===== config.mk =====
export PLATFORM = sky130hd
export DESIGN_NAME = lamp_i2c_regbank
export DESIGN_NICKNAME = d
export VERILOG_FILES = /design/src/rtl/lampreg_pkg.sv /design/src/rtl/i2c_line_events.sv /design/src/rtl/i2c_link_fsm.sv /design/src/rtl/lamp_regfile.sv /design/src/rtl/lamp_i2c_regbank.sv
export SDC_FILE = /design/constraint.sdc
export NUM_CORES = 1
export LEC_CHECK = 0
export CAP_MARGIN = 10
export CORE_ASPECT_RATIO = 0.7
export CORE_UTILIZATION = 46
export CTS_BUF_LIST = sky130_fd_sc_hd__clkbuf_4
export CTS_CLUSTER_DIAMETER = 60
export CTS_CLUSTER_SIZE = 20
export DETAILED_ROUTE_END_ITERATION = 6
export PLACE_DENSITY = 0.67
export SLEW_MARGIN = 20
export SYNTH_ARGS = -nofsm -noshare
export SYNTH_HDL_FRONTEND = slang
export SYNTH_HIERARCHICAL = 1
export SYNTH_SLANG_ARGS = --single-unit

===== constraint.sdc =====
create_clock -name clk -period 4.8 [get_ports clk]
set_input_delay 0.96 -clock clk [delete_from_list [all_inputs] [get_ports clk]]
set_output_delay 0.96 -clock clk [all_outputs]
set_load 0.02 [all_outputs]

===== src/rtl/lampreg_pkg.sv =====
package lampreg_pkg;
  localparam int NUM_CH   = 4;
  localparam int LVL_W    = 5;
  localparam int RT_W     = 3;
  localparam int BYTE_W   = 8;
  localparam int NUM_REGS = 12;
  localparam int PTR_W    = $clog2(NUM_REGS);
  localparam int CH_IW    = $clog2(NUM_CH);
  localparam int BIT_CW   = $clog2(BYTE_W) + 1;

  localparam logic [4:0]        ADDR_HI  = 5'b11110;
  localparam logic [BYTE_W-1:0] DEV_ID   = 8'hB2;

  localparam logic [PTR_W-1:0] REG_LAST = PTR_W'(NUM_REGS - 1);
  localparam logic [PTR_W-1:0] A_ID     = PTR_W'(0);
  localparam logic [PTR_W-1:0] A_SYS    = PTR_W'(1);
  localparam logic [PTR_W-1:0] A_FREQ   = PTR_W'(2);
  localparam logic [PTR_W-1:0] A_SHAPE  = PTR_W'(3);
  localparam logic [PTR_W-1:0] A_BOOST  = PTR_W'(4);
  localparam logic [PTR_W-1:0] A_AUDIO  = PTR_W'(5);
  localparam logic [PTR_W-1:0] A_CH0    = PTR_W'(6);
  localparam logic [PTR_W-1:0] A_COMMIT = PTR_W'(6 + NUM_CH);

  typedef enum logic [2:0] {
    PH_IDLE, PH_RX, PH_ACK, PH_TX, PH_RACK
  } phase_t;

  function automatic logic [PTR_W-1:0] ptr_next(input logic [PTR_W-1:0] p);
    return (p == REG_LAST) ? p : p + 1'b1;
  endfunction
endpackage


===== src/rtl/i2c_line_events.sv =====
module i2c_line_events (
  input  logic clk,
  input  logic rst_n,
  input  logic scl_i,
  input  logic sda_i,
  output logic scl_rise_o,
  output logic scl_fall_o,
  output logic start_o,
  output logic stop_o
);
  logic scl_q, sda_q;

  always_ff @(posedge clk or negedge rst_n) begin
    if (!rst_n) begin
      scl_q <= 1'b1;
      sda_q <= 1'b1;
    end else begin
      scl_q <= scl_i;
      sda_q <= sda_i;
    end
  end

  assign scl_rise_o = scl_i & ~scl_q;
  assign scl_fall_o = ~scl_i & scl_q;
  assign start_o    = scl_i & scl_q & sda_q & ~sda_i;
  assign stop_o     = scl_i & scl_q & ~sda_q & sda_i;
endmodule


===== src/rtl/i2c_link_fsm.sv =====
module i2c_link_fsm
  import lampreg_pkg::*;
(
  input  logic              clk,
  input  logic              rst_n,
  input  logic              sda_i,
  input  logic              scl_rise_i,
  input  logic              scl_fall_i,
  input  logic              start_i,
  input  logic              stop_i,
  input  logic [1:0]        strap_i,
  input  logic [BYTE_W-1:0] rd_data_i,
  output logic              sda_low_o,
  output logic              wr_stb_o,
  output logic [PTR_W-1:0]  wr_addr_o,
  output logic [BYTE_W-1:0] wr_data_o,
  output logic [PTR_W-1:0]  ptr_o
);
  phase_t             ph_q, ph_d;
  logic [BIT_CW-1:0]  cnt_q, cnt_d;
  logic [BYTE_W-1:0]  sh_q, sh_d;
  logic [PTR_W-1:0]   ptr_q, ptr_d;
  logic is_addr_q, is_addr_d, rd_q, rd_d, got_ptr_q, got_ptr_d;
  logic ptr_ok_q, ptr_ok_d, drv_q, drv_d, mnack_q, mnack_d;

  localparam logic [BIT_CW-1:0] FULL = BIT_CW'(BYTE_W);
  localparam logic [BIT_CW-1:0] LAST = BIT_CW'(BYTE_W - 1);

  always_comb begin
    ph_d = ph_q; cnt_d = cnt_q; sh_d = sh_q; ptr_d = ptr_q;
    is_addr_d = is_addr_q; rd_d = rd_q; got_ptr_d = got_ptr_q;
    ptr_ok_d = ptr_ok_q; drv_d = drv_q; mnack_d = mnack_q;
    wr_stb_o = 1'b0;
    if (stop_i) begin
      ph_d = PH_IDLE; drv_d = 1'b0; got_ptr_d = 1'b0; ptr_ok_d = 1'b0;
    end else if (start_i) begin
      ph_d = PH_RX; cnt_d = '0; is_addr_d = 1'b1; got_ptr_d = 1'b0; drv_d = 1'b0;
    end else begin
      case (ph_q)
        PH_RX: begin
          if (scl_rise_i && cnt_q != FULL) begin
            sh_d  = {sh_q[BYTE_W-2:0], sda_i};
            cnt_d = cnt_q + 1'b1;
          end
          if (scl_fall_i && cnt_q == FULL) begin
            if (is_addr_q) begin
              if (sh_q[BYTE_W-1:1] == {ADDR_HI, strap_i}) begin
                is_addr_d = 1'b0; rd_d = sh_q[0]; drv_d = 1'b1; ph_d = PH_ACK;
                if (sh_q[0] && !ptr_ok_q) ptr_d = '0;
              end else begin
                ph_d = PH_IDLE;
              end
            end else begin
              drv_d = 1'b1; ph_d = PH_ACK;
              if (!got_ptr_q) begin
                ptr_d = (sh_q > BYTE_W'(REG_LAST)) ? REG_LAST : sh_q[PTR_W-1:0];
                got_ptr_d = 1'b1; ptr_ok_d = 1'b1;
              end else begin
                wr_stb_o = 1'b1;
                ptr_d = ptr_next(ptr_q);
              end
            end
          end
        end
        PH_ACK: if (scl_fall_i) begin
          cnt_d = '0;
          if (rd_q) begin
            sh_d = rd_data_i; ptr_d = ptr_next(ptr_q);
            drv_d = ~rd_data_i[BYTE_W-1]; ph_d = PH_TX;
          end else begin
            drv_d = 1'b0; ph_d = PH_RX;
          end
        end
        PH_TX: if (scl_fall_i) begin
          if (cnt_q == LAST) begin
            drv_d = 1'b0; ph_d = PH_RACK;
          end else begin
            sh_d = {sh_q[BYTE_W-2:0], 1'b0}; cnt_d = cnt_q + 1'b1;
            drv_d = ~sh_q[BYTE_W-2];
          end
        end
        PH_RACK: begin
          if (scl_rise_i) mnack_d = sda_i;
          if (scl_fall_i) begin
            if (!mnack_q) begin
              cnt_d = '0; sh_d = rd_data_i; ptr_d = ptr_next(ptr_q);
              drv_d = ~rd_data_i[BYTE_W-1]; ph_d = PH_TX;
            end else begin
              ph_d = PH_IDLE;
            end
          end
        end
        default: ;
      endcase
    end
  end

  always_ff @(posedge clk or negedge rst_n) begin
    if (!rst_n) begin
      ph_q <= PH_IDLE; cnt_q <= '0; sh_q <= '0; ptr_q <= '0;
      is_addr_q <= 1'b0; rd_q <= 1'b0; got_ptr_q <= 1'b0;
      ptr_ok_q <= 1'b0; drv_q <= 1'b0; mnack_q <= 1'b1;
    end else begin
      ph_q <= ph_d; cnt_q <= cnt_d; sh_q <= sh_d; ptr_q <= ptr_d;
      is_addr_q <= is_addr_d; rd_q <= rd_d; got_ptr_q <= got_ptr_d;
      ptr_ok_q <= ptr_ok_d; drv_q <= drv_d; mnack_q <= mnack_d;
    end
  end

  assign sda_low_o = drv_q;
  assign wr_addr_o = ptr_q;
  assign wr_data_o = sh_q;
  assign ptr_o     = ptr_q;
endmodule


===== src/rtl/lamp_regfile.sv =====
module lamp_regfile
  import lampreg_pkg::*;
(
  input  logic                    clk,
  input  logic                    rst_n,
  input  logic                    wr_stb_i,
  input  logic [PTR_W-1:0]        wr_addr_i,
  input  logic [BYTE_W-1:0]       wr_data_i,
  input  logic [PTR_W-1:0]        rd_addr_i,
  input  logic                    ovt_evt_i,
  output logic [BYTE_W-1:0]       rd_data_o,
  output logic                    en_o,
  output logic                    ovt_o,
  output logic [BYTE_W-1:0]       freq_o,
  output logic [BYTE_W-1:0]       shape_o,
  output logic [BYTE_W-1:0]       boost_o,
  output logic [BYTE_W-1:0]       audio_o,
  output logic [NUM_CH*LVL_W-1:0] ch_level_o,
  output logic [NUM_CH*RT_W-1:0]  ch_ramp_o
);
  logic [NUM_CH*BYTE_W-1:0] stage_flat;
  logic [CH_IW-1:0]         ch_sel;
  logic commit_we;

  assign commit_we = wr_stb_i && (wr_addr_i == A_COMMIT);

  always_ff @(posedge clk or negedge rst_n) begin
    if (!rst_n) en_o <= 1'b0;
    else if (wr_stb_i && wr_addr_i == A_SYS) en_o <= wr_data_i[0];
  end

  always_ff @(posedge clk or negedge rst_n) begin
    if (!rst_n) ovt_o <= 1'b0;
    else if (ovt_evt_i) ovt_o <= 1'b1;
  end

  always_ff @(posedge clk or negedge rst_n) begin
    if (!rst_n) begin
      freq_o <= '0; shape_o <= '0; boost_o <= '0; audio_o <= '0;
    end else if (wr_stb_i) begin
      if (wr_addr_i == A_FREQ)  freq_o  <= wr_data_i;
      if (wr_addr_i == A_SHAPE) shape_o <= wr_data_i;
      if (wr_addr_i == A_BOOST) boost_o <= wr_data_i;
      if (wr_addr_i == A_AUDIO) audio_o <= wr_data_i;
    end
  end

  for (genvar c = 0; c < NUM_CH; c++) begin : g_ch
    logic [BYTE_W-1:0] stage_r, active_r;
    logic stage_we;
    assign stage_we = wr_stb_i && (wr_addr_i == A_CH0 + PTR_W'(c));

    always_ff @(posedge clk or negedge rst_n) begin
      if (!rst_n) stage_r <= '0;
      else if (stage_we) stage_r <= wr_data_i;
    end

    always_ff @(posedge clk or negedge rst_n) begin
      if (!rst_n) active_r <= '0;
      else if (commit_we) active_r <= stage_r;
    end

    assign stage_flat[c*BYTE_W +: BYTE_W]  = stage_r;
    assign ch_level_o[c*LVL_W +: LVL_W]    = active_r[LVL_W-1:0];
    assign ch_ramp_o[c*RT_W +: RT_W]       = active_r[LVL_W +: RT_W];
  end

  assign ch_sel = CH_IW'(rd_addr_i - A_CH0);

  always_comb begin
    rd_data_o = '0;
    case (rd_addr_i)
      A_ID:    rd_data_o = DEV_ID;
      A_SYS:   rd_data_o = {ovt_o, 6'b0, en_o};
      A_FREQ:  rd_data_o = freq_o;
      A_SHAPE: rd_data_o = shape_o;
      A_BOOST: rd_data_o = boost_o;
      A_AUDIO: rd_data_o = audio_o;
      default: if (rd_addr_i >= A_CH0 && rd_addr_i < A_COMMIT)
                 rd_data_o = stage_flat[ch_sel*BYTE_W +: BYTE_W];
    endcase
  end
endmodule


===== src/rtl/lamp_i2c_regbank.sv =====
module lamp_i2c_regbank
  import lampreg_pkg::*;
(
  input  logic                    clk,
  input  logic                    rst_n,
  input  logic                    scl_i,
  input  logic                    sda_i,
  input  logic [1:0]              strap_i,
  input  logic                    ovt_evt_i,
  output logic                    sda_low_o,
  output logic                    lamp_en_o,
  output logic [7:0]              el_freq_o,
  output logic                    damp_en_o,
  output logic [1:0]              wave_shape_o,
  output logic [1:0]              slope_o,
  output logic [1:0]              spread_o,
  output logic [4:0]              boost_freq_o,
  output logic                    aux_fm_o,
  output logic                    aux_follow_o,
  output logic [1:0]              aux_div_o,
  output logic [NUM_CH-1:0]       aux_ch_en_o,
  output logic [NUM_CH*LVL_W-1:0] ch_level_o,
  output logic [NUM_CH*RT_W-1:0]  ch_ramp_o,
  output logic                    ovt_o
);
  logic [1:0] rst_pipe;
  logic rst_core_n;
  logic scl_rise, scl_fall, start_det, stop_det, wr_stb;
  logic [PTR_W-1:0]  wr_addr, ptr;
  logic [BYTE_W-1:0] wr_data, rd_data, shape_b, boost_b, audio_b;

  always_ff @(posedge clk or negedge rst_n) begin
    if (!rst_n) rst_pipe <= '0;
    else        rst_pipe <= {rst_pipe[0], 1'b1};
  end
  assign rst_core_n = rst_pipe[1];

  i2c_line_events u_ev (
    .clk(clk), .rst_n(rst_core_n), .scl_i(scl_i), .sda_i(sda_i),
    .scl_rise_o(scl_rise), .scl_fall_o(scl_fall),
    .start_o(start_det), .stop_o(stop_det)
  );

  i2c_link_fsm u_link (
    .clk(clk), .rst_n(rst_core_n), .sda_i(sda_i),
    .scl_rise_i(scl_rise), .scl_fall_i(scl_fall),
    .start_i(start_det), .stop_i(stop_det), .strap_i(strap_i),
    .rd_data_i(rd_data), .sda_low_o(sda_low_o), .wr_stb_o(wr_stb),
    .wr_addr_o(wr_addr), .wr_data_o(wr_data), .ptr_o(ptr)
  );

  lamp_regfile u_regs (
    .clk(clk), .rst_n(rst_core_n), .wr_stb_i(wr_stb), .wr_addr_i(wr_addr),
    .wr_data_i(wr_data), .rd_addr_i(ptr), .ovt_evt_i(ovt_evt_i),
    .rd_data_o(rd_data), .en_o(lamp_en_o), .ovt_o(ovt_o),
    .freq_o(el_freq_o), .shape_o(shape_b), .boost_o(boost_b), .audio_o(audio_b),
    .ch_level_o(ch_level_o), .ch_ramp_o(ch_ramp_o)
  );

  assign damp_en_o    = shape_b[6];
  assign wave_shape_o = shape_b[3:2];
  assign slope_o      = shape_b[1:0];
  assign spread_o     = boost_b[7:6];
  assign boost_freq_o = boost_b[4:0];
  assign aux_fm_o     = audio_b[7];
  assign aux_follow_o = audio_b[6];
  assign aux_div_o    = audio_b[5:4];
  assign aux_ch_en_o  = audio_b[NUM_CH-1:0];
endmodule


==> flow_summary_export.csv, run 1 <==
group,metric,value,unit
status,status,"finished clean",
global_route,antenna_found_initial,0,
flow_run,drv_cap,0,
clock_tree,clk_latency,0.52,ns
floorplanning,die_w,142.1,um
clock_tree,clockRootBuffer,"clkbuf_4",
clock_tree,ctsHtreeMaxLevel,4,
timing,period_needed,3.384,ns
pwr,peakVddDrop,0.2026,mV
synth,synth-warning-count,6,
synth,synth_area_per_cell,12.93,um^2
worst_setup_path,crit_fanout,8,
route,ant_nets,0,
floorplanning,num_rows,35,
worst_setup_path,slowest_delay,0.48,ns
floorplanning,fp.coreArea,13270,um^2
timing,post-route-period-util,70.50,%
floorplanning,die_y,100.1,um
timing,fmax,295.5,MHz
route,vias,4337,
synth,synth-seq-cells,127,
floorplanning,die_area,14220,um^2
global_route,groute.usage.overall,22.56,%
worst_setup_path,crit_family,"simple AND/OR/NAND/NOR gates",
worst_setup_path,cp_slowest_cell,"clkdlybuf4s50_1",
worst_setup_path,arrival,3.79,ns
worst_setup_path,end_kind,"register",
cells_and_area,antennaDiodeCount,0,
worst_setup_path,critPathKind,"in -> reg",
synth,synth-seq-area-share,50.34,%
placed_design,place_hpwl,10270,um
timing,grt_setup_unrepaired,"no",
route,drt_iter0_markers,473,
floorplanning,ios,70,
cells_and_area,nNetsFinal,566,
route,drc,0,
pwr,p_per_area,382.6,nW/um^2
clock_tree,cts-resized-gates,0,
synth,yosys_most_used_dff,"dfrtp_1",
synth,synth_area,6321,um^2
placed_design,port_buffers,69,
timing,tightest_slew,1.058,ns
cells_and_area,drive_gt1_share,33.57,%
hold_path,hold_class,"reg -> reg",
clock_tree,postCtsSetupBuffers,0,
synth,synth_nets,499,
worst_setup_path,cp_cell_sequence,"clkdlybuf4s50_1 -> nor2b_1 -> nand4_1 -> nor2_1 -> and3_1 -> nor3b_2 -> and3_1 -> mux2_2",
synth,syn_inst,489,
clock_tree,cts_buffer_depth,2,
timing,fin_setup_tns,0,ns
clock_tree,cts_tree,"built",
cells_and_area,areaGrowthSynthToFinish,17.10,%
synth,synthArstFlopShare,100.0,%
synth,synth_top_area_share,49.09,%
route,viasPerCell,5.752,
cells_and_area,fill_cells,1114,
timing,setup-violations-final,0,
clock_tree,cts_buffers,17,
placed_design,post_dp_cell_area,7133,um^2
synth,ys_top_cells_by_area,"dfrtp_1 49%, mux2_2 19%, mux2_4 3.8%, mux4_2 2.5%, o21ai_0 1.8%",
placed_design,place.gp.congestion,0.9789,
synth,yosysTopAreaCell,"dfrtp_1",
pwr,total_power,0.002832,W
pwr,leakagePower,3.408,nW
timing,slew_headroom,29.29,%
route,drt_first_pass_iters,5,
worst_setup_path,cp.required,5.21,ns
timing,slew_violations,0,
worst_setup_path,startpoint_type,"input pin",
timing,fin_skew,0.02002,ns
timing,finalHoldViolations,0,
synth,synth_cell_types,66,
worst_setup_path,critical_path_buf_inv_count,1,
synth,synth-edff-count,0,
global_route,first_global_vias,4249,
route,wl_per_cell,19.71,um
worst_setup_path,cp_common_cell,"and3_1",
clock_tree,cts.clk_slew.worst_paths,0.12,ns
clock_tree,cts_hold_buf,0,
global_route,overflow,0,
global_route,grt_pass1_wl,23990,um
floorplanning,start_util,47.64,%
timing,holdWs,0.3636,ns
cells_and_area,final_area,7402,um^2
global_route,grt_max_degree,66,
clock_tree,numClockSinks,127,
route,finalWirelength,14860,um
-- synth_stat cells (all sizes together) (5+ instances only) --
| cell | number |
|---|---|
| inv | 11 |
| nand3 | 5 |
| nand3b | 6 |
| o21ai | 24 |
| mux4 | 7 |
| nand2 | 18 |
| dfrtp | 124 |
| clkbuf | 6 |
| buf | 20 |
| mux2 | 125 |
| nor2 | 20 |
| a21oi | 9 |
| nor3 | 5 |
| mux2i | 8 |
| o31ai | 6 |
| nand2b | 8 |
| nor2b | 12 |
-- per-stage QoR --
| stage | worst slack (ns) | utilization (%) | instances |
|---|---|---|---|
| global route | 1.310 | 55.79 | 754 |
| global placement | 1.070 | 53.76 | 722 |
| finish | 1.416 | 55.79 | 754 |
| detailed placement | 0.9128 | 53.76 | 722 |
| CTS | 1.486 | 55.79 | 754 |
| floorplan | 1.005 | - | 489 |
-- power by group --
group	internal [W]	switching, W	leakage, nW
Combinational	0.000339	0.000389	1.54
Clock	0.000271	0.000433	0.144
Sequential	0.00114	0.000258	1.72
-- logic make-up after synthesis --
family	Yosys count	synth area share, %
adder cells (fa/ha/maj)	3	0.5939
other	1	0.05933
buffers and inverters	37	3.048
flip-flops	127	50.34
multiplexers	140	26.98
AND/OR/NAND/NOR	95	9.046
AO/OA/AOI/OAI	82	9.383
XOR/XNOR	4	0.5543
-- worst paths after layout --
path	depth (start not counted)	endpoint	start	slack, ns
worst max register to register	7	u_regs/shape_o[6]$_DFFE_PN0P_	u_ev/scl_q$_DFF_PN1_	1.77
worst min register to register	0	rst_pipe[1]$_DFF_PN0_	rst_pipe[0]$_DFF_PN0_	0.36
max in group asynchronous	1	u_regs/audio_o[3]$_DFFE_PN0P_	rst_pipe[1]$_DFF_PN0_	3.09
min in group asynchronous	0	u_link/sda_low_o$_DFFE_PN0P_	rst_pipe[1]$_DFF_PN0_	0.41
worst max-delay path	8	u_regs/shape_o[6]$_DFFE_PN0P_	scl_i	1.42
worst min-delay path	0	rst_pipe[1]$_DFF_PN0_	rst_pipe[0]$_DFF_PN0_	0.36
-- placed cells by master, fill, tap and decap left out, types with 6 or more instances in the layout --
master	Yosys	final
o31ai_1	6	6
o21ai_0	23	23
mux4_2	7	7
nor2b_1	12	12
clkbuf_4	0	18
mux2_2	108	108
a21oi_1	9	9
dfrtp_1	124	123
inv_1	10	10
mux2_4	16	16
mux2i_1	8	8
nand2b_1	8	8
nor2_1	15	15
clkdlybuf4s50_1	0	69
nand2_1	18	18
-- worst register-to-register path, cell delays in order (launching register included) --
cell and delay (ns):
dfstp_2 0.58, nor2b_1 0.40, nand4_1 0.26, nor2_1 0.23
and3_1 0.32, nor3b_2 0.27, and3_1 0.46, mux2_2 0.39
-- routing by layer --
layer  share of wire, %  vias to the layer above  global-route usage [%]
met4               0.79                        0                   5.790
met1                 50                     2215                   34.32
li1                   -                     1948                       -
met5                  0                        -                       0
met2                 43                      161                   31.41
met3                6.4                       13                   6.250
-- final cells by class --
type / count / area, um^2 / area share (%)
flip-flops and latches: 127 / 3186 / 43.04
multi-input cells: 325 / 2947 / 39.81
repair buffers: 74 / 728.2 / 9.838
well taps: 185 / 231.5 / 3.127
clock buffers: 18 / 135.1 / 1.826
clock inverters: 14 / 133.9 / 1.809
inverters: 11 / 41.29 / 0.5578
-- sequential cells by signal (all words and copies together) (netlist names) --
register / cells
u_link/mnack_q: 1
u_regs/freq_o: 8
u_link/rd_q: 1
u_link/ptr_ok_q: 1
u_ev/sda_q: 1
rst_pipe: 2
u_ev/scl_q: 1
u_link/sda_low_o: 1
u_regs/boost_o: 8
u_regs/shape_o: 8
u_link/ph_q: 3
u_regs/g_ch.stage_r: 32
u_link/got_ptr_q: 1
u_link/cnt_q: 4
u_regs/ovt_o: 1
u_link/wr_data_o: 8
u_regs/audio_o: 8
u_regs/en_o: 1
u_regs/g_ch.active_r: 32
u_link/is_addr_q: 1
u_link/ptr_o: 4
Note: power is estimated with default switching activity, not from simulation.
==> inputs of run 2 (changes only) <==
--- a/config.mk
+++ b/config.mk
@@ -12,7 +12,7 @@
 export CTS_CLUSTER_DIAMETER = 60
 export CTS_CLUSTER_SIZE = 20
 export DETAILED_ROUTE_END_ITERATION = 6
-export PLACE_DENSITY = 0.67
+export PLACE_DENSITY = 0.7
 export SLEW_MARGIN = 20
 export SYNTH_ARGS = -nofsm -noshare
 export SYNTH_HDL_FRONTEND = slang
==> constraint.sdc (replaced) <==
create_clock -name clk -period 2.8 [get_ports clk]
set_input_delay 0.56 -clock clk [delete_from_list [all_inputs] [get_ports clk]]
set_output_delay 0.56 -clock clk [all_outputs]
set_load 0.02 [all_outputs]
==> flow_summary_export.csv, run 2 (synthesis gave the netlist of run 1 again) <==
group,metric,value,unit
status,status,"finished clean",
route,viasPerCell,5.581,
worst_setup_path,arrival,3.05,ns
clock_tree,cts.clk_slew.worst_paths,0.12,ns
floorplanning,fp.coreArea,13270,um^2
clock_tree,clk_latency,0.53,ns
global_route,groute.usage.overall,23.69,%
global_route,grt_max_degree,67,
pwr,leakagePower,3.652,nW
route,drt_first_pass_iters,5,
clock_tree,cts_buffer_depth,2,
clock_tree,cts_hold_buf,0,
pwr,peakVddDrop,0.3340,mV
floorplanning,start_util,47.64,%
worst_setup_path,cp.required,3.21,ns
timing,fin_skew,0.01822,ns
worst_setup_path,critPathKind,"reg -> reg",
timing,finalHoldViolations,0,
route,vias,4448,
cells_and_area,areaGrowthSynthToFinish,24.03,%
cells_and_area,final_cell_mix,"123 x dfrtp_1, 108 x mux2_2, 69 x clkdlybuf4s50_1",
cells_and_area,reg_top3,"u_regs/g_ch.active_r (32), u_regs/g_ch.stage_r (32)",
clock_tree,cts_tree,"built",
placed_design,place.gp.congestion,0.9817,
floorplanning,die_area,14220,um^2
cells_and_area,nNetsFinal,608,
timing,post-route-period-util,94.24,%
timing,period_needed,2.639,ns
pwr,p_per_area,667.6,nW/um^2
route,finalWirelength,15610,um
hold_path,hold_class,"in -> async",
cells_and_area,drive_gt1_share,37.97,%
floorplanning,ios,70,
pwr,total_power,0.005234,W
worst_setup_path,end_kind,"register",
timing,slew_violations,0,
route,drc,0,
timing,setup-violations-final,0,
placed_design,place_hpwl,11300,um
worst_setup_path,reg2reg_depth,10,
cells_and_area,fin_util,59.09,%
cells_and_area,final_area,7840,um^2
clock_tree,clockRootBuffer,"clkbuf_4",
timing,fin_setup_tns,0,ns
route,wl_per_cell,19.58,um
floorplanning,die_y,100.1,um
global_route,grt_pass1_wl,25240,um
global_route,first_global_vias,4431,
cells_and_area,layout_commonest_cell,"dfrtp_1",
timing,fmax,379.0,MHz
placed_design,port_buffers,69,
global_route,overflow,0,
timing,holdWs,0.1813,ns
worst_setup_path,startpoint_type,"register",
global_route,antenna_found_initial,0,
timing,grt_setup_unrepaired,"no",
floorplanning,die_w,142.1,um
worst_setup_path,crit_fanout,5,
route,drt_iter0_markers,321,
clock_tree,ctsHtreeMaxLevel,4,
timing,slew_headroom,58.77,%
timing,tightest_slew,0.6172,ns
clock_tree,cts_buffers,17,
placed_design,post_dp_cell_area,7536,um^2
clock_tree,numClockSinks,127,
flow_run,drv_cap,0,
route,ant_nets,0,
floorplanning,num_rows,35,
run 2: through the flow:
stage          std cells  setup WS [ns]
4_1_cts              796         0.1084
3_5_place_dp         764        -0.1092
6_report             797         0.1613
2_1_floorplan        489         0.2901
3_3_place_gp         764       -0.06075
5_1_grt              796        0.02017
run 2: report_power, final:
part	switching [W]	total (W)	leakage (nW)	internal [W]
registers	0.000201	0.00216	1.72	0.00196
logic	0.000985	0.00173	1.78	0.000747
clock network	0.000712	0.00134	0.154	0.000627
total	0.00190	0.00523	3.65	0.00334
run 2: critical path: stages (launching register included):
cell	delay, ns
dfrtp_1	0.42
inv_1	0.10
ha_1	0.19
and3b_1	0.29
nand4_1	0.15
nor2_1	0.15
and3_2	0.29
nor3b_2	0.22
and3_1	0.21
buf_4	0.16
mux2_2	0.34
run 2: metal layers:
metal	vias up	share of wire (%)	global-route usage, %
met5	-	0	0
met4	0	1.3	7.858
met3	20	7.3	5.344
met2	173	42	32.16
met1	2217	49	36.86
li1	2038	-	-
run 2: area by class of cell:
class | instances | area, um^2
clock buffers | 18 | 135.1
fillers | 1067 | 5429
well taps | 185 | 231.5
inverters | 11 | 41.29
clock inverters | 14 | 165.2
multi-input cells | 325 | 2948
flip-flops and latches | 127 | 3186
repair buffers | 116 | 1131
diodes | 1 | 2.502
run 2: timing repair:
| item | CTS | global route |
|---|---|---|
| endpoints found under the setup margin | 0 | 30 |
| buffers inserted | 0 | 0 |
| resized for setup | 0 | 1 |
run 2: worst paths after layout:
path	start	slack [ns]	to
max	u_link/cnt_q[0]$_DFFE_PN0P_	0.16	u_regs/shape_o[7]$_DFFE_PN0P_
min	rst_n	0.18	rst_pipe[1]$_DFF_PN0_
max reg2reg	u_link/cnt_q[0]$_DFFE_PN0P_	0.16	u_regs/shape_o[7]$_DFFE_PN0P_
min reg2reg	rst_pipe[1]$_DFF_PN0_	0.26	u_link/is_addr_q$_DFFE_PN0P_
max in group asynchronous	rst_pipe[1]$_DFF_PN0_	1.73	u_link/ptr_o[1]$_DFFE_PN0P_
min in group clk	rst_pipe[0]$_DFF_PN0_	0.37	rst_pipe[1]$_DFF_PN0_
